[src/rtl/svt_pkg.sv]
package svt_pkg;
    typedef enum logic [1:0] {
        ST_IDLE  = 2'd0,
        ST_LEAD  = 2'd1,
        ST_SHIFT = 2'd2,
        ST_STALL = 2'd3
    } svt_state_e;

    localparam logic [1:0] SZ_ONE  = 2'd0;
    localparam logic [1:0] SZ_TWO  = 2'd1;
    localparam logic [1:0] SZ_LINE = 2'd2;
endpackage

[src/rtl/svt_phase.sv]
module svt_phase #(
    parameter int DIV_W = 2
) (
    input  logic             clk,
    input  logic             rst_n,
    input  logic [DIV_W-1:0] div_sel,
    input  logic             free_run,
    input  logic             active,
    output logic             bnd,
    output logic             sclk
);
    localparam int PH_W = 2 ** DIV_W;
    localparam logic [PH_W-1:0] PH_ONE = PH_W'(1);

    typedef struct packed {
        logic [PH_W-1:0] ph;
        logic            sclk;
    } phase_s;

    phase_s ph_q, ph_d;
    logic [PH_W-1:0] half_c, last_c;
    logic            run_c;

    always_comb begin
        half_c = PH_ONE << div_sel;
        last_c = (half_c << 1) - PH_ONE;
        run_c  = free_run || active;
        bnd    = (ph_q.ph == last_c) || !run_c;
        ph_d   = ph_q;
        if (bnd) begin
            ph_d.ph   = '0;
            ph_d.sclk = 1'b0;
        end else begin
            ph_d.ph = ph_q.ph + PH_ONE;
            if (ph_q.ph == half_c - PH_ONE) begin
                ph_d.sclk = 1'b1;
            end
        end
    end

    always_ff @(posedge clk) begin
        if (!rst_n) begin
            ph_q <= '0;
        end else begin
            ph_q <= ph_d;
        end
    end

    assign sclk = ph_q.sclk;

    // the serial clock only rises when a slot was running or the clock is free
    a_r4_rise_needs_run: assert property (@(posedge clk) disable iff (!rst_n)
        $rose(sclk) |-> $past(free_run || active));
endmodule

[src/rtl/svt_shreg.sv]
module svt_shreg #(
    parameter int BYTE_W = 8
) (
    input  logic              clk,
    input  logic              rst_n,
    input  logic              load,
    input  logic              shift,
    input  logic              clear,
    input  logic [BYTE_W-1:0] din,
    output logic              bit_o
);
    logic [BYTE_W-1:0] sr_q, sr_d;

    always_comb begin
        sr_d = sr_q;
        if (clear) begin
            sr_d = '0;
        end else if (load) begin
            sr_d = din;
        end else if (shift) begin
            sr_d = {sr_q[BYTE_W-2:0], 1'b0};
        end
    end

    always_ff @(posedge clk) begin
        if (!rst_n) begin
            sr_q <= '0;
        end else begin
            sr_q <= sr_d;
        end
    end

    assign bit_o = sr_q[BYTE_W-1];
endmodule

[src/rtl/sv_serial_tx.sv]
module sv_serial_tx #(
    parameter int BYTE_W = 8,
    parameter int DIV_W  = 2
) (
    input  logic              clk,
    input  logic              rst_n,
    input  logic [DIV_W-1:0]  div_sel,
    input  logic [1:0]        size_sel,
    input  logic              early_frame,
    input  logic              free_run,
    input  logic              in_valid,
    input  logic [BYTE_W-1:0] in_data,
    input  logic              in_last,
    output logic              in_ready,
    output logic              sclk,
    output logic              sdat,
    output logic              sfrm
);
    import svt_pkg::*;

    localparam int BIT_W = (BYTE_W > 1) ? $clog2(BYTE_W) : 1;
    localparam logic [BIT_W-1:0] BIT_LAST = BIT_W'(BYTE_W - 1);

    typedef struct packed {
        svt_state_e       st;
        logic [BIT_W-1:0] bitn;
        logic [1:0]       cnt;
        logic             last;
        logic             frm;
    } ctl_s;

    ctl_s ctl_q, ctl_d;
    logic bnd, active_c, need_more_c;
    logic take_c, shift_c, clear_c;
    logic [1:0] cnt_base_c;

    assign active_c = (ctl_q.st == ST_LEAD) || (ctl_q.st == ST_SHIFT);

    svt_phase #(.DIV_W(DIV_W)) u_phase (
        .clk      (clk),
        .rst_n    (rst_n),
        .div_sel  (div_sel),
        .free_run (free_run),
        .active   (active_c),
        .bnd      (bnd),
        .sclk     (sclk)
    );

    svt_shreg #(.BYTE_W(BYTE_W)) u_shreg (
        .clk   (clk),
        .rst_n (rst_n),
        .load  (take_c),
        .shift (shift_c),
        .clear (clear_c),
        .din   (in_data),
        .bit_o (sdat)
    );

    always_comb begin
        ctl_d      = ctl_q;
        in_ready   = 1'b0;
        shift_c    = 1'b0;
        clear_c    = 1'b0;
        cnt_base_c = ctl_q.cnt;

        unique case (size_sel)
            SZ_ONE:  need_more_c = 1'b0;
            SZ_TWO:  need_more_c = (ctl_q.cnt == 2'd1);
            default: need_more_c = !ctl_q.last;
        endcase

        unique case (ctl_q.st)
            ST_IDLE: begin
                cnt_base_c = 2'd0;
                in_ready   = bnd && !early_frame;
                if (bnd && in_valid) begin
                    ctl_d.frm = 1'b1;
                    ctl_d.cnt = 2'd0;
                    if (early_frame) begin
                        ctl_d.st = ST_LEAD;
                    end
                end
            end
            ST_LEAD: begin
                in_ready = bnd;
                if (bnd) begin
                    ctl_d.frm = 1'b0;
                    ctl_d.st  = ST_STALL;
                end
            end
            ST_SHIFT: begin
                if (bnd) begin
                    if (ctl_q.bitn != BIT_LAST) begin
                        shift_c    = 1'b1;
                        ctl_d.bitn = ctl_q.bitn + 1'b1;
                    end else if (need_more_c) begin
                        in_ready = 1'b1;
                        ctl_d.st = ST_STALL;
                    end else begin
                        ctl_d.st  = ST_IDLE;
                        ctl_d.frm = 1'b0;
                        clear_c   = 1'b1;
                    end
                end
            end
            default: begin
                in_ready = bnd;
            end
        endcase

        take_c = in_ready && in_valid;
        if (take_c) begin
            ctl_d.st   = ST_SHIFT;
            ctl_d.bitn = '0;
            ctl_d.last = in_last;
            ctl_d.cnt  = (cnt_base_c == 2'd2) ? 2'd2 : cnt_base_c + 2'd1;
        end
    end

    always_ff @(posedge clk) begin
        if (!rst_n) begin
            ctl_q <= '{st: ST_IDLE, bitn: '0, cnt: 2'd0, last: 1'b0, frm: 1'b0};
        end else begin
            ctl_q <= ctl_d;
        end
    end

    assign sfrm = ctl_q.frm;

    // data only moves while the serial clock is low
    a_r3_sdat_moves_low: assert property (@(posedge clk) disable iff (!rst_n)
        !$stable(sdat) |-> !sclk);

    // an accepted byte shows its top bit next cycle
    a_r10_take_msb: assert property (@(posedge clk) disable iff (!rst_n)
        (in_valid && in_ready) |=> (sdat == $past(in_data[BYTE_W-1])));

    // a new slot begins with the clock low
    a_r10_take_clock_low: assert property (@(posedge clk) disable iff (!rst_n)
        (in_valid && in_ready) |=> !sclk);

    // a gated stall holds the serial clock low
    a_r9_stall_clock_low: assert property (@(posedge clk) disable iff (!rst_n)
        (ctl_q.st == ST_STALL && !free_run) |-> !sclk);
endmodule

[config.mk]
export PLATFORM = sky130hd
export DESIGN_NAME = sv_serial_tx
export DESIGN_NICKNAME = d
export VERILOG_FILES = /design/src/rtl/svt_pkg.sv /design/src/rtl/svt_phase.sv /design/src/rtl/svt_shreg.sv /design/src/rtl/sv_serial_tx.sv
export SDC_FILE = /design/constraint.sdc
export NUM_CORES = 1
export LEC_CHECK = 0
export BUFFER_PORTS_ARGS = -buffer_cell sky130_fd_sc_hd__buf_4
export CAP_MARGIN = 40
export CORE_ASPECT_RATIO = 1.5
export CORE_MARGIN = 2
export CORE_UTILIZATION = 35
export CTS_CLUSTER_DIAMETER = 60
export DETAILED_ROUTE_END_ITERATION = 8
export GPL_ROUTABILITY_DRIVEN = 0
export PLACE_DENSITY = 0.54
export SLEW_MARGIN = 20
export SYNTH_ARGS = -nofsm -noshare
export SYNTH_HDL_FRONTEND = slang
export SYNTH_HIERARCHICAL = 1
export SYNTH_SLANG_ARGS = --single-unit
[constraint.sdc]
create_clock -name clk -period 2.94 [get_ports clk]
set_clock_uncertainty 0.1 [all_clocks]
set_input_delay 0 -clock clk [delete_from_list [all_inputs] [get_ports clk]]
set_output_delay 0 -clock clk [all_outputs]
set_load 0.005 [all_outputs]
# == Yosys cells after proc, flatten, opt, wreduce, memory -nomap -nowiden ==
# Cells that the tools add are included.
# op_classes
addsub,5
eq_ne,19
n_shift,1
mux,34
n_bitwise,1
reduce_logical,24
# ops
operator,count
two-way mux 8 bit,3
two-way mux 2 bit,9
inequality test 3 bit (second input constant),6
AND reduction 6 bit,3
two-way mux 1 bit,15
inequality test 2 bit (second input constant),6
== test 4 bit,2
subtractor 4 x 1 -> 4 bit (second input constant),2
== test 2 x 1 -> 1 bit (second input constant),3
two-way mux 3 bit,2
case mux 2 bit (3 select lines),1
nonzero test 2 bit,3
OR reduction 2 bit,3
two-way mux 5 bit,1
adder 4 x 1 -> 4 bit (second input constant),1
== test 2 bit (second input constant),2
logical NOT 2 bit,2
case mux 1 bit (2 select lines),2
nonzero test 4 bit,1
left shift 1 x 2 -> 4 bit (first input constant),1
adder 3 x 1 -> 3 bit (second input constant),1
logical AND 1 bit,3
logical NOT 1 bit,3
logical OR 1 bit,3
other kinds (6),6
# totals
ff_bits,22
elab_cells,93

# == Longest topological paths before layout ==
# Gate-level depths: netlist of run 1.
# logic_depth
ltp_word,10
depth_mapped,11
ltp_nobuf,8

# == Modules after synthesis ==
# The synthesis of run 1 kept the hierarchy.
# modules_own_cells
module,instances,cells_each,area_each_um2
sv_serial_tx,1,78,713.2
svt_shreg,1,36,379.1
svt_phase,1,34,296.5

# == Least setup slack after synthesis of run 1 ==
# OpenSTA, ideal clock, no wires.
# synth_path
path_kind,flip-flop to flip-flop
start,register u_phase/ph_q[2] (netlist name)
end,"register ctl_q, in the netlist sfrm"
setup_ps,72
t_arrival_ps,2013
required_time_ps,2768
path_slack_ps,756
stages_incl_launch_ff,11
n_path_buf,2
path_cell_list,dfxtp_1 buf_2 nor4_1 a32o_1 a31oi_1 o21ai_0 buf_2 nand2_1 and2_1 a2111oi_4 mux2i_1
# synth_via
elab_chain_len,5
word_cells_on_any_way,7
# synth_rtl
element,line,text
start: declaration,svt_phase.sv:20,"phase_s ph_q, ph_d;"
start signal: assignment,svt_phase.sv:45,ph_q <= ph_d;
== test 4 bit (*),svt_phase.sv:28,bnd = (ph_q.ph == last_c) || !run_c;
logical OR 1 bit (*),svt_phase.sv:28,
net bnd,sv_serial_tx.sv:33,"logic bnd, active_c, need_more_c;"
logical AND 1 bit,sv_serial_tx.sv:76,if (bnd && in_valid) begin
inequality test 2 bit (no source line),-,
AND reduction 6 bit (no source line) (*),-,
end signal: assignment,sv_serial_tx.sv:122,"ctl_q <= '{st: ST_IDLE, bitn: '0, cnt: 2'd0, last: 1'b0, frm: 1'b0};"
end signal: assignment,sv_serial_tx.sv:124,ctl_q <= ctl_d;
end: declaration,sv_serial_tx.sv:32,"ctl_s ctl_q, ctl_d;"
# Mark *: on every way through the listed nets, which the timed path passes. The rest lies on a longest branch.
# A chain may end at the register's enable or synchronous reset.

# == Worst setup path after layout of run 1 ==
# layout_path
start,register u_phase/ph_q[2] (netlist name)
end,register u_shreg.sr_q[5]
# layout_via
elab_chain_len,6
word_cells_on_any_way,13
# layout_rtl
element,line,text
== test 4 bit (*),svt_phase.sv:28,
logical OR 1 bit (*),svt_phase.sv:28,
net bnd,sv_serial_tx.sv:33,
two-way mux 1 bit / logical AND 1 bit (equally long branches),"sv_serial_tx.sv:92, sv_serial_tx.sv:75",
case mux 1 bit (2 select lines) (*),sv_serial_tx.sv:72,unique case (ctl_q.st)
logical AND 1 bit (*),sv_serial_tx.sv:111,take_c = in_ready && in_valid;
net take_c,sv_serial_tx.sv:34,"logic take_c, shift_c, clear_c;"
two-way mux 8 bit / nonzero test 2 bit (equally long branches),-,
end signal: assignment,svt_shreg.sv:29,sr_q <= sr_d;
end: declaration,svt_shreg.sv:12,"logic [BYTE_W-1:0] sr_q, sr_d;"
# Marked as above.

==> results.sh, run 1 <==
export IMPL_dp_hpwl_um=2180
export IMPL_nets=205
export IMPL_clkSinkCount=22
export IMPL_wl_per_cell_um=13.1
export IMPL_timing_hold_violations_final=0
export IMPL_syn_instance_count=148
export IMPL_path_max_fanout=14
export IMPL_first_iter_violations=28
export IMPL_place_ws_ns=0.0546
export IMPL_crit_chain="nor4_1 > a32o_1 > a31oi_1 > o21ai_0 > buf_2 > nand2_1 > a21oi_4 > inv_1 > a211oi_1"
export IMPL_fin_tns_setup_ns=0
export IMPL_netSwitchingPower_mw=0.383
export IMPL_ys_seq_area_share_pct=31.7
export IMPL_vias=1171
export IMPL_path_clk_slew_ns=0.08
export IMPL_die_height_um=81.2
export IMPL_netlist_cell_type_count=44
export IMPL_p_leak_nw=0.664
export IMPL_synth_edf_count=0
export IMPL_root_buffer="clkbuf_8"
export IMPL_p_sw_share_pct=33.7
export IMPL_setup_viol=0
export IMPL_hold_path_depth=4
export IMPL_ant_nets=0
export IMPL_vdd_drop_max_mv=0.287
export IMPL_p_int_mw=0.753
export IMPL_slowest_stage="dfxtp_1"
export IMPL_wirelength_um=2930
export IMPL_grt_use_total_pct=14.0
export IMPL_dp_cells=206
export IMPL_path_class="flop to flop"
export IMPL_max_stage_delay_ns=0.40
export IMPL_synthesis_area_mm2=0.00139
export IMPL_synth_area_leaders="dfxtp_1, mux2i_1, ha_1"
export IMPL_synthArstFlopShare_pct=0
export IMPL_cp_top_family="compound AO/OA/AOI/OAI gates"
export IMPL_grt_max_degree=15
export IMPL_antenna_cells=0
export IMPL_grt_overflow=0
export IMPL_total_power_mw=1.14
export IMPL_rr_worst_depth=9
export IMPL_clkLatencyLatePin_ns=0.27
export IMPL_cts_buffers_inserted=3
export IMPL_yosys_warnings=6
export IMPL_tritoncts="built"
export IMPL_synth_most_common_cell="dfxtp_1"
export IMPL_avgViaCountPerCell=5.25
export IMPL_grt_pass1_vias=1203
export IMPL_p_seq_share_pct=34.6
export IMPL_drt_pass1_iter_count=4
export IMPL_htreeDepth=1
export IMPL_synth_top_cell_by_area="dfxtp_1"
export IMPL_fin_ws_ns=0.343
export IMPL_die_width_um=55.4
export IMPL_run_status="complete, no violations"
export IMPL_slew_viol_final=0
export IMPL_io_buffers=21
export IMPL_fmax_ghz=0.385
export IMPL_path_depth=9
export IMPL_cp_required_ns=3.02
export IMPL_ys_top_cells_by_count="dfxtp_1, mux2i_1, nand2_1"
export IMPL_fin_crit_sh_pct=88.3
export IMPL_slew_headroom_pct=69.9
export IMPL_crit_arrival_ns=2.68
export IMPL_endpoint_kind="flop"
export IMPL_grt_first_pass_wirelength_um=5000
export IMPL_clockBufferDepth=2
export IMPL_p_clk_share_pct=25.7
export IMPL_cap_violations=0
export IMPL_ys_ff_latch=22
export IMPL_avgSynthCellArea_um2=9.38
export IMPL_start_util_pct=35.7
export IMPL_combPwrFrac_pct=39.8
export IMPL_tightest_slew_ns=0.451
export IMPL_synthToLayoutAreaGrowth_pct=26.3
export IMPL_postCtsSetupBuffers=0
export IMPL_syn_nets=174
export IMPL_fillers=374
export IMPL_grt_setup_unrepaired="no"
export IMPL_yosys_area_top_type_share_pct=31.7
export IMPL_min_period_ns=2.60
export IMPL_die_area_mm2=0.00450
export IMPL_cp_num_buf_inv=2
export IMPL_start_kind="flop"
export IMPL_p_per_area_mw_per_mm2=648
export IMPL_holdCritPathClass="primary input to flop"
export IMPL_fp_row_count=28
export IMPL_core_mm2=0.00389
export IMPL_drc_errors=0
export IMPL_instances_no_fill=223
export IMPL_antenna_found_initial=0
export IMPL_drive_gt1_share_pct=21.3
export IMPL_synth_flop_cell="dfxtp_1"
export IMPL_ioPinCount=22
metal layers:
layer	GRT usage, %	part of all wire, %	vias to the layer above
met4	8.29	2.1	0
met1	14.4	44	548
li1	-	-	596
met5	0	0	-
met3	2.23	2.5	5
met2	26.5	52	22
layout make-up:
class,count,area (um2),share of cell area [%]
clock inverters,1,30.0,1.71
multi-input cells,112,877,50.0
clock buffers,3,41.3,2.35
flip-flops and latches,22,440,25.1
inverters,5,18.8,1.07
repair buffers,35,290,16.5
well taps,45,56.3,3.21
worst min-delay path, cell delays in order:
cell	delay (ns)
buf_4	0.13
nand2_1	0.05
a311oi_1	0.09
o21a_1	0.16
cell usage in the layout (no fill, tap or decap), drive strengths merged:
cell         synthesis  routed
nand3                6       6
dlygate4sd3          0      12
nor4bb               1       1
o311ai               1       1
nor2                10      10
clkbuf               0       3
nor3                 4       4
and2                 4       4
o2111ai              1       1
buf                  9      23
inv                  5       5
nand2b               2       2
mux2i               14      14
a2111oi              1       1
or2b                 2       2
nand2               11      11
a21oi                3       3
a21boi               1       1
a21o                 2       2
a311oi               3       3
dfxtp               22      22
o211ai               2       2
a311o                1       1
nor2b                9       9
xnor2                4       4
o21a                 2       2
nor4b                1       1
a211oi               7       7
bufinv               0       1
o21ai                2       2
o31a                 2       2
or3b                 1       1
or2                  1       1
and3                 1       1
a31oi                2       2
ha                   8       8
nor4                 1       1
xor2                 1       1
a32o                 1       1
power groups by stage:
stage,sequential [mW],clock [mW],combinational (mW)
3_5_place_dp,0.399,0,0.438
6_report,0.393,0.291,0.452
5_1_grt,0.401,0.307,0.502
2_1_floorplan,0.381,0,0.351
4_1_cts,0.393,0.301,0.453
3_3_place_gp,0.397,0,0.429
worst paths after layout:
| kind | from | endpoint | slack, ns |
|---|---|---|---|
| hold reg to reg | sfrm | sfrm | 0.36 |
| setup / recovery | u_phase/ph_q[2] | u_shreg/sr_q[5] | 0.34 |
| setup reg to reg | u_phase/ph_q[2] | u_shreg/sr_q[5] | 0.34 |
| hold / removal | div_sel[0] | u_phase/sclk | 0.1 |
repair_timing:
action	CTS	global route
hold buffers	12	0
gates resized for setup	0	0
hold endpoints to repair	14	0
per-stage QoR:
step           hold WS, ns  instance area (um2)  utilization [%]
2_1_floorplan       0.0421                 1390                -
3_3_place_gp         0.161                 1560             40.1
3_5_place_dp         0.176                 1560             40.1
4_1_cts             0.0951                 1750             45.0
5_1_grt              0.135                 1750             45.1
6_report            0.0982                 1750             45.1
flip-flops by register name, summed over array words and instances (netlist names):
| signal | cells |
|---|---|
| ctl_q | 8 |
| u_phase/ph_q | 4 |
| u_phase/sclk | 1 |
| sfrm | 1 |
| u_shreg/sr_q | 8 |
kinds of logic (layout without fill, tap and decap cells):
family | count (synthesis) | after routing | synth area share, %
flip-flops | 22 | 22 | 31.7
AO/OA/AOI/OAI | 31 | 31 | 20.3
buffers and inverters | 14 | 44 | 5.14
XOR/XNOR | 5 | 5 | 3.15
AND/OR/NAND/NOR | 54 | 54 | 22.4
adder cells (fa/ha/maj) | 8 | 8 | 7.21
multiplexers | 14 | 14 | 10.1
(Power assumes the default switching activity.)
==> run 2: changes to the inputs <==
--- a/config.mk
+++ b/config.mk
@@ -6,4 +6,5 @@
 export NUM_CORES = 1
 export LEC_CHECK = 0
+export ABC_CLOCK_PERIOD_IN_PS = 2940
 export BUFFER_PORTS_ARGS = -buffer_cell sky130_fd_sc_hd__buf_4
 export CAP_MARGIN = 40
==> constraint.sdc (replaced) <==
create_clock -name clk -period 2.94 [get_ports clk]
set_clock_uncertainty 0.1 [all_clocks]
set_input_delay 0 -clock clk [delete_from_list [all_inputs] [get_ports clk]]
set_output_delay 0 -clock clk [all_outputs]
set_load 0.1 [all_outputs]
==> results.sh, run 2 (synthesis results as in run 1) <==
export IMPL_synthToLayoutAreaGrowth_pct=26.3
export IMPL_grt_pass1_vias=1121
export IMPL_dp_hpwl_um=2170
export IMPL_start_kind="flop"
export IMPL_p_per_area_mw_per_mm2=720
export IMPL_total_power_mw=1.26
export IMPL_fmax_ghz=0.377
export IMPL_drive_gt1_share_pct=21.3
export IMPL_rr_worst_depth=9
export IMPL_hold_path_end="u_phase/sclk"
export IMPL_postCtsSetupBuffers=0
export IMPL_fillers=383
export IMPL_cap_violations=0
export IMPL_first_iter_violations=24
export IMPL_drc_errors=0
export IMPL_path_max_fanout=14
export IMPL_holdCritPathClass="primary input to flop"
export IMPL_ioPinCount=22
export IMPL_min_period_ns=2.65
export IMPL_cts_hold_buf=12
export IMPL_clkLatencyLatePin_ns=0.27
export IMPL_htreeDepth=1
export IMPL_dp_cells=206
export IMPL_cp_required_ns=3.02
export IMPL_die_width_um=55.4
export IMPL_nets=205
export IMPL_grt_use_total_pct=13.6
export IMPL_antenna_found_initial=0
export IMPL_hold_path_depth=4
export IMPL_tightest_slew_ns=0.453
export IMPL_fp_row_count=28
export IMPL_antenna_cells=0
export IMPL_clockBufferDepth=2
export IMPL_path_class="flop to flop"
export IMPL_endpoint_kind="flop"
export IMPL_path_clk_slew_ns=0.08
export IMPL_r2r_start="u_phase/ph_q[2]"
export IMPL_reg_top3="ctl_q x8, u_shreg/sr_q x8, u_phase/ph_q x4"
export IMPL_fin_tns_setup_ns=0
export IMPL_start_util_pct=35.7
export IMPL_r2r_setup_slack_ns=0.29
export IMPL_die_height_um=81.2
export IMPL_crit_start="u_phase/ph_q[2]"
export IMPL_p_leak_nw=0.665
export IMPL_slew_headroom_pct=69.8
export IMPL_ant_nets=0
export IMPL_run_status="complete, no violations"
export IMPL_crit_arrival_ns=2.73
export IMPL_timing_hold_violations_final=0
export IMPL_clkSinkCount=22
export IMPL_setup_viol=0
export IMPL_rr_endpoint="u_shreg/sr_q[1]"
export IMPL_core_mm2=0.00389
export IMPL_grt_first_pass_wirelength_um=4860
export IMPL_avgViaCountPerCell=5.15
export IMPL_io_buffers=21
export IMPL_slew_viol_final=0
export IMPL_grt_max_degree=15
export IMPL_wl_per_cell_um=13.2
export IMPL_instances_no_fill=223
export IMPL_hp_start="div_sel[0]"
export IMPL_drt_pass1_iter_count=4
export IMPL_cts_buffers_inserted=3
export IMPL_die_area_mm2=0.00450
export IMPL_grt_overflow=0
export IMPL_grt_setup_unrepaired="no"
export IMPL_cts_resized=0
export IMPL_vias=1149
export IMPL_fin_crit_sh_pct=90.3
export IMPL_root_buffer="clkbuf_8"
export IMPL_tritoncts="built"
export IMPL_wirelength_um=2930
export IMPL_final_seq_area_um2=440
export IMPL_layout_common_cells="dfxtp_1, buf_4, mux2i_1"
export IMPL_multiInputGateArea_um2=877
export IMPL_vdd_drop_max_mv=0.365
run 2: cell types whose count changed in the layout (fill, tap and decap cells not counted), sizes merged:
| cell | delta |
|---|---|
| buf | -1 |
| clkbuf | +1 |
run 2: cell type report:
cell class	count	area share [%]
Clock buffer	3	2.35
Clock inverter	1	1.71
Inverter	5	1.07
Multi-Input combinational cell	112	50.0
Sequential cell	22	25.1
Tap cell	45	3.21
Timing Repair Buffer	35	16.5
run 2: routing by layer:
metal	share of wire [%]	track usage (%)	vias up
met4	1.6	6.10	0
met1	44	14.4	530
met3	2.4	2.39	6
met5	0	0	-
met2	52	26.0	18
li1	-	-	595
run 2: power by group:
| part | total [mW] | internal (mW) | switching, mW |
|---|---|---|---|
| combinational | 0.584 | 0.223 | 0.361 |
| sequential | 0.393 | 0.350 | 0.0426 |
| clock | 0.287 | 0.182 | 0.105 |
run 2: worst max path at each step:
stage / end / slack, ns / cells after the start
finish: u_shreg/sr_q[1] / 0.29 / 9
global route: u_shreg/sr_q[6] / 0.07 / 9
CTS: u_shreg/sr_q[1] / 0.05 / 7
detailed placement: u_shreg/sr_q[1] / 0.1 / 7
global placement: u_shreg/sr_q[5] / 0.28 / 7
floorplan: in_ready / 0.11 / 7
run 2: per-stage QoR:
| step | hold WS, ns | cell area (um2) | setup slack (ns) | utilization [%] |
|---|---|---|---|---|
| finish | 0.101 | 1750 | 0.286 | 45.1 |
| floorplan | 0.0421 | 1390 | 0.110 | - |
| global placement | 0.161 | 1560 | 0.285 | 40.1 |
| global route | 0.126 | 1750 | 0.0748 | 45.1 |
| CTS | 0.0991 | 1750 | 0.0538 | 45.0 |
| detailed placement | 0.166 | 1560 | 0.0988 | 40.1 |
run 2: worst max-delay path: stages, from the launching register on:
cell,delay (ns)
dfxtp_1,0.40
nor4_1,0.38
a32o_1,0.23
a31oi_1,0.06
o21ai_0,0.18
clkbuf_2,0.25
nand2_1,0.13
a21oi_4,0.36
inv_1,0.23
a211oi_1,0.25
==> run 3: changes to the inputs <==
ABC_CLOCK_PERIOD_IN_PS = 2200   (was 2940)
PLACE_DENSITY = 0.58   (was 0.54)
clock period = 2.2 ns   (was 2.94 ns; I/O delays follow)
==> results.sh, run 3 (synthesis results as in run 1) <==
export IMPL_cap_violations=0
export IMPL_tightest_slew_ns=0.440
export IMPL_die_area_mm2=0.00450
export IMPL_core_mm2=0.00389
export IMPL_vias=1211
export IMPL_fmax_ghz=0.475
export IMPL_clockBufferDepth=2
export IMPL_htreeDepth=1
export IMPL_grt_pass1_vias=1302
export IMPL_reg_top3="ctl_q x8, u_shreg/sr_q x8, u_phase/ph_q x4"
export IMPL_grt_overflow=0
export IMPL_die_width_um=55.4
export IMPL_grt_use_total_pct=15.7
export IMPL_die_height_um=81.2
export IMPL_antenna_cells=0
export IMPL_fp_row_count=28
export IMPL_path_clk_slew_ns=0.08
export IMPL_wirelength_um=3400
export IMPL_fin_crit_sh_pct=95.7
export IMPL_cts_buffers_inserted=3
export IMPL_clkSinkCount=22
export IMPL_timing_hold_violations_final=0
export IMPL_io_buffers=21
export IMPL_vdd_drop_max_mv=0.560
export IMPL_hp_start="div_sel[0]"
export IMPL_drt_pass1_iter_count=4
export IMPL_fin_tns_setup_ns=0
export IMPL_first_iter_violations=30
export IMPL_cp_required_ns=2.30
export IMPL_grt_first_pass_wirelength_um=5670
export IMPL_endpoint_kind="flop"
export IMPL_avgViaCountPerCell=5.07
export IMPL_path_max_fanout=11
export IMPL_root_buffer="clkbuf_8"
export IMPL_holdCritPathClass="primary input to flop"
export IMPL_drive_gt1_share_pct=35.6
export IMPL_wl_per_cell_um=14.2
export IMPL_drc_errors=0
export IMPL_utilization_pct=50.4
export IMPL_r2r_start="u_phase/ph_q[3]"
export IMPL_p_leak_nw=0.780
export IMPL_nets=221
export IMPL_ant_nets=0
export IMPL_start_kind="flop"
export IMPL_p_per_area_mw_per_mm2=910
export IMPL_layout_common_cells="buf_4, dfxtp_1, mux2i_1"
export IMPL_final_common_cell="buf_4"
export IMPL_slew_viol_final=0
export IMPL_dp_hpwl_um=2520
export IMPL_synthToLayoutAreaGrowth_pct=41.2
export IMPL_antenna_found_initial=0
export IMPL_timing_hold_ws_ns=0.128
export IMPL_path_class="flop to flop"
export IMPL_ioPinCount=22
export IMPL_fin_ws_ns=0.0938
export IMPL_min_period_ns=2.11
export IMPL_clkLatencyLatePin_ns=0.26
export IMPL_grt_max_degree=13
export IMPL_setup_viol=0
export IMPL_run_status="complete, no violations"
export IMPL_start_util_pct=35.7
export IMPL_place_ws_ns=-0.119
export IMPL_slew_headroom_pct=70.5
export IMPL_crit_arrival_ns=2.20
export IMPL_tritoncts="built"
export IMPL_crit_start="u_phase/ph_q[3]"
export IMPL_r2r_setup_slack_ns=0.09
[run 3: path summary, 6_finish.rpt]
| check | to | cells after the start |
|---|---|---|
| setup reg to reg | u_shreg/sr_q[0] | 11 |
| hold / removal | u_phase/sclk | 4 |
| setup / recovery | u_shreg/sr_q[0] | 11 |
| hold reg to reg | sfrm | 2 |
[run 3: where the power goes]
part | total (mW) | internal (mW) | switching (mW)
clock | 0.297 | 0.160 | 0.138
sequential | 0.511 | 0.468 | 0.0427
combinational | 0.975 | 0.426 | 0.550
[run 3: routing by layer]
layer / vias to the layer above / share of wire, % / wire, um / GRT usage, %
li1: 622 / - / - / -
met1: 565 / 42 / 1440 / 16.3
met2: 22 / 55 / 1860 / 31.5
met3: 2 / 2.4 / 81 / 2.07
met4: 0 / 0.53 / 18 / 5.85
met5: - / 0 / 0 / 0
[run 3: final cells by class]
type                    instances  area, um2
inverters                       5       18.8
well taps                      45       56.3
multi-input cells             112        951
clock buffers                   4       55.1
repair buffers                 51        433
fillers                       365       1930
flip-flops and latches         22        447
[run 3: critical path: stages, from the launching register on]
cell	delay [ns]
dfxtp_4	0.38
buf_4	0.12
nor4_4	0.04
a32o_2	0.23
a31oi_2	0.15
o21ai_2	0.11
buf_4	0.14
nand2_1	0.06
nor2_2	0.05
buf_12	0.15
or3b_4	0.37
a21oi_2	0.13
[run 3: metrics by stage]
stage,instances,cell area (um2),power (mW)
6_report,239,1960,1.78
3_5_place_dp,218,1670,1.39
4_1_cts,237,1880,1.74
5_1_grt,239,1960,1.89
2_1_floorplan,148,1400,1.16
3_3_place_gp,218,1670,1.37
[run 3: timing repair]
item	CTS	global route
hold buffers	12	0
endpoints found under the hold margin	14	0
resized for setup	3	17
setup endpoints to repair	17	18
pin swaps	1	3
setup buffers	3	2
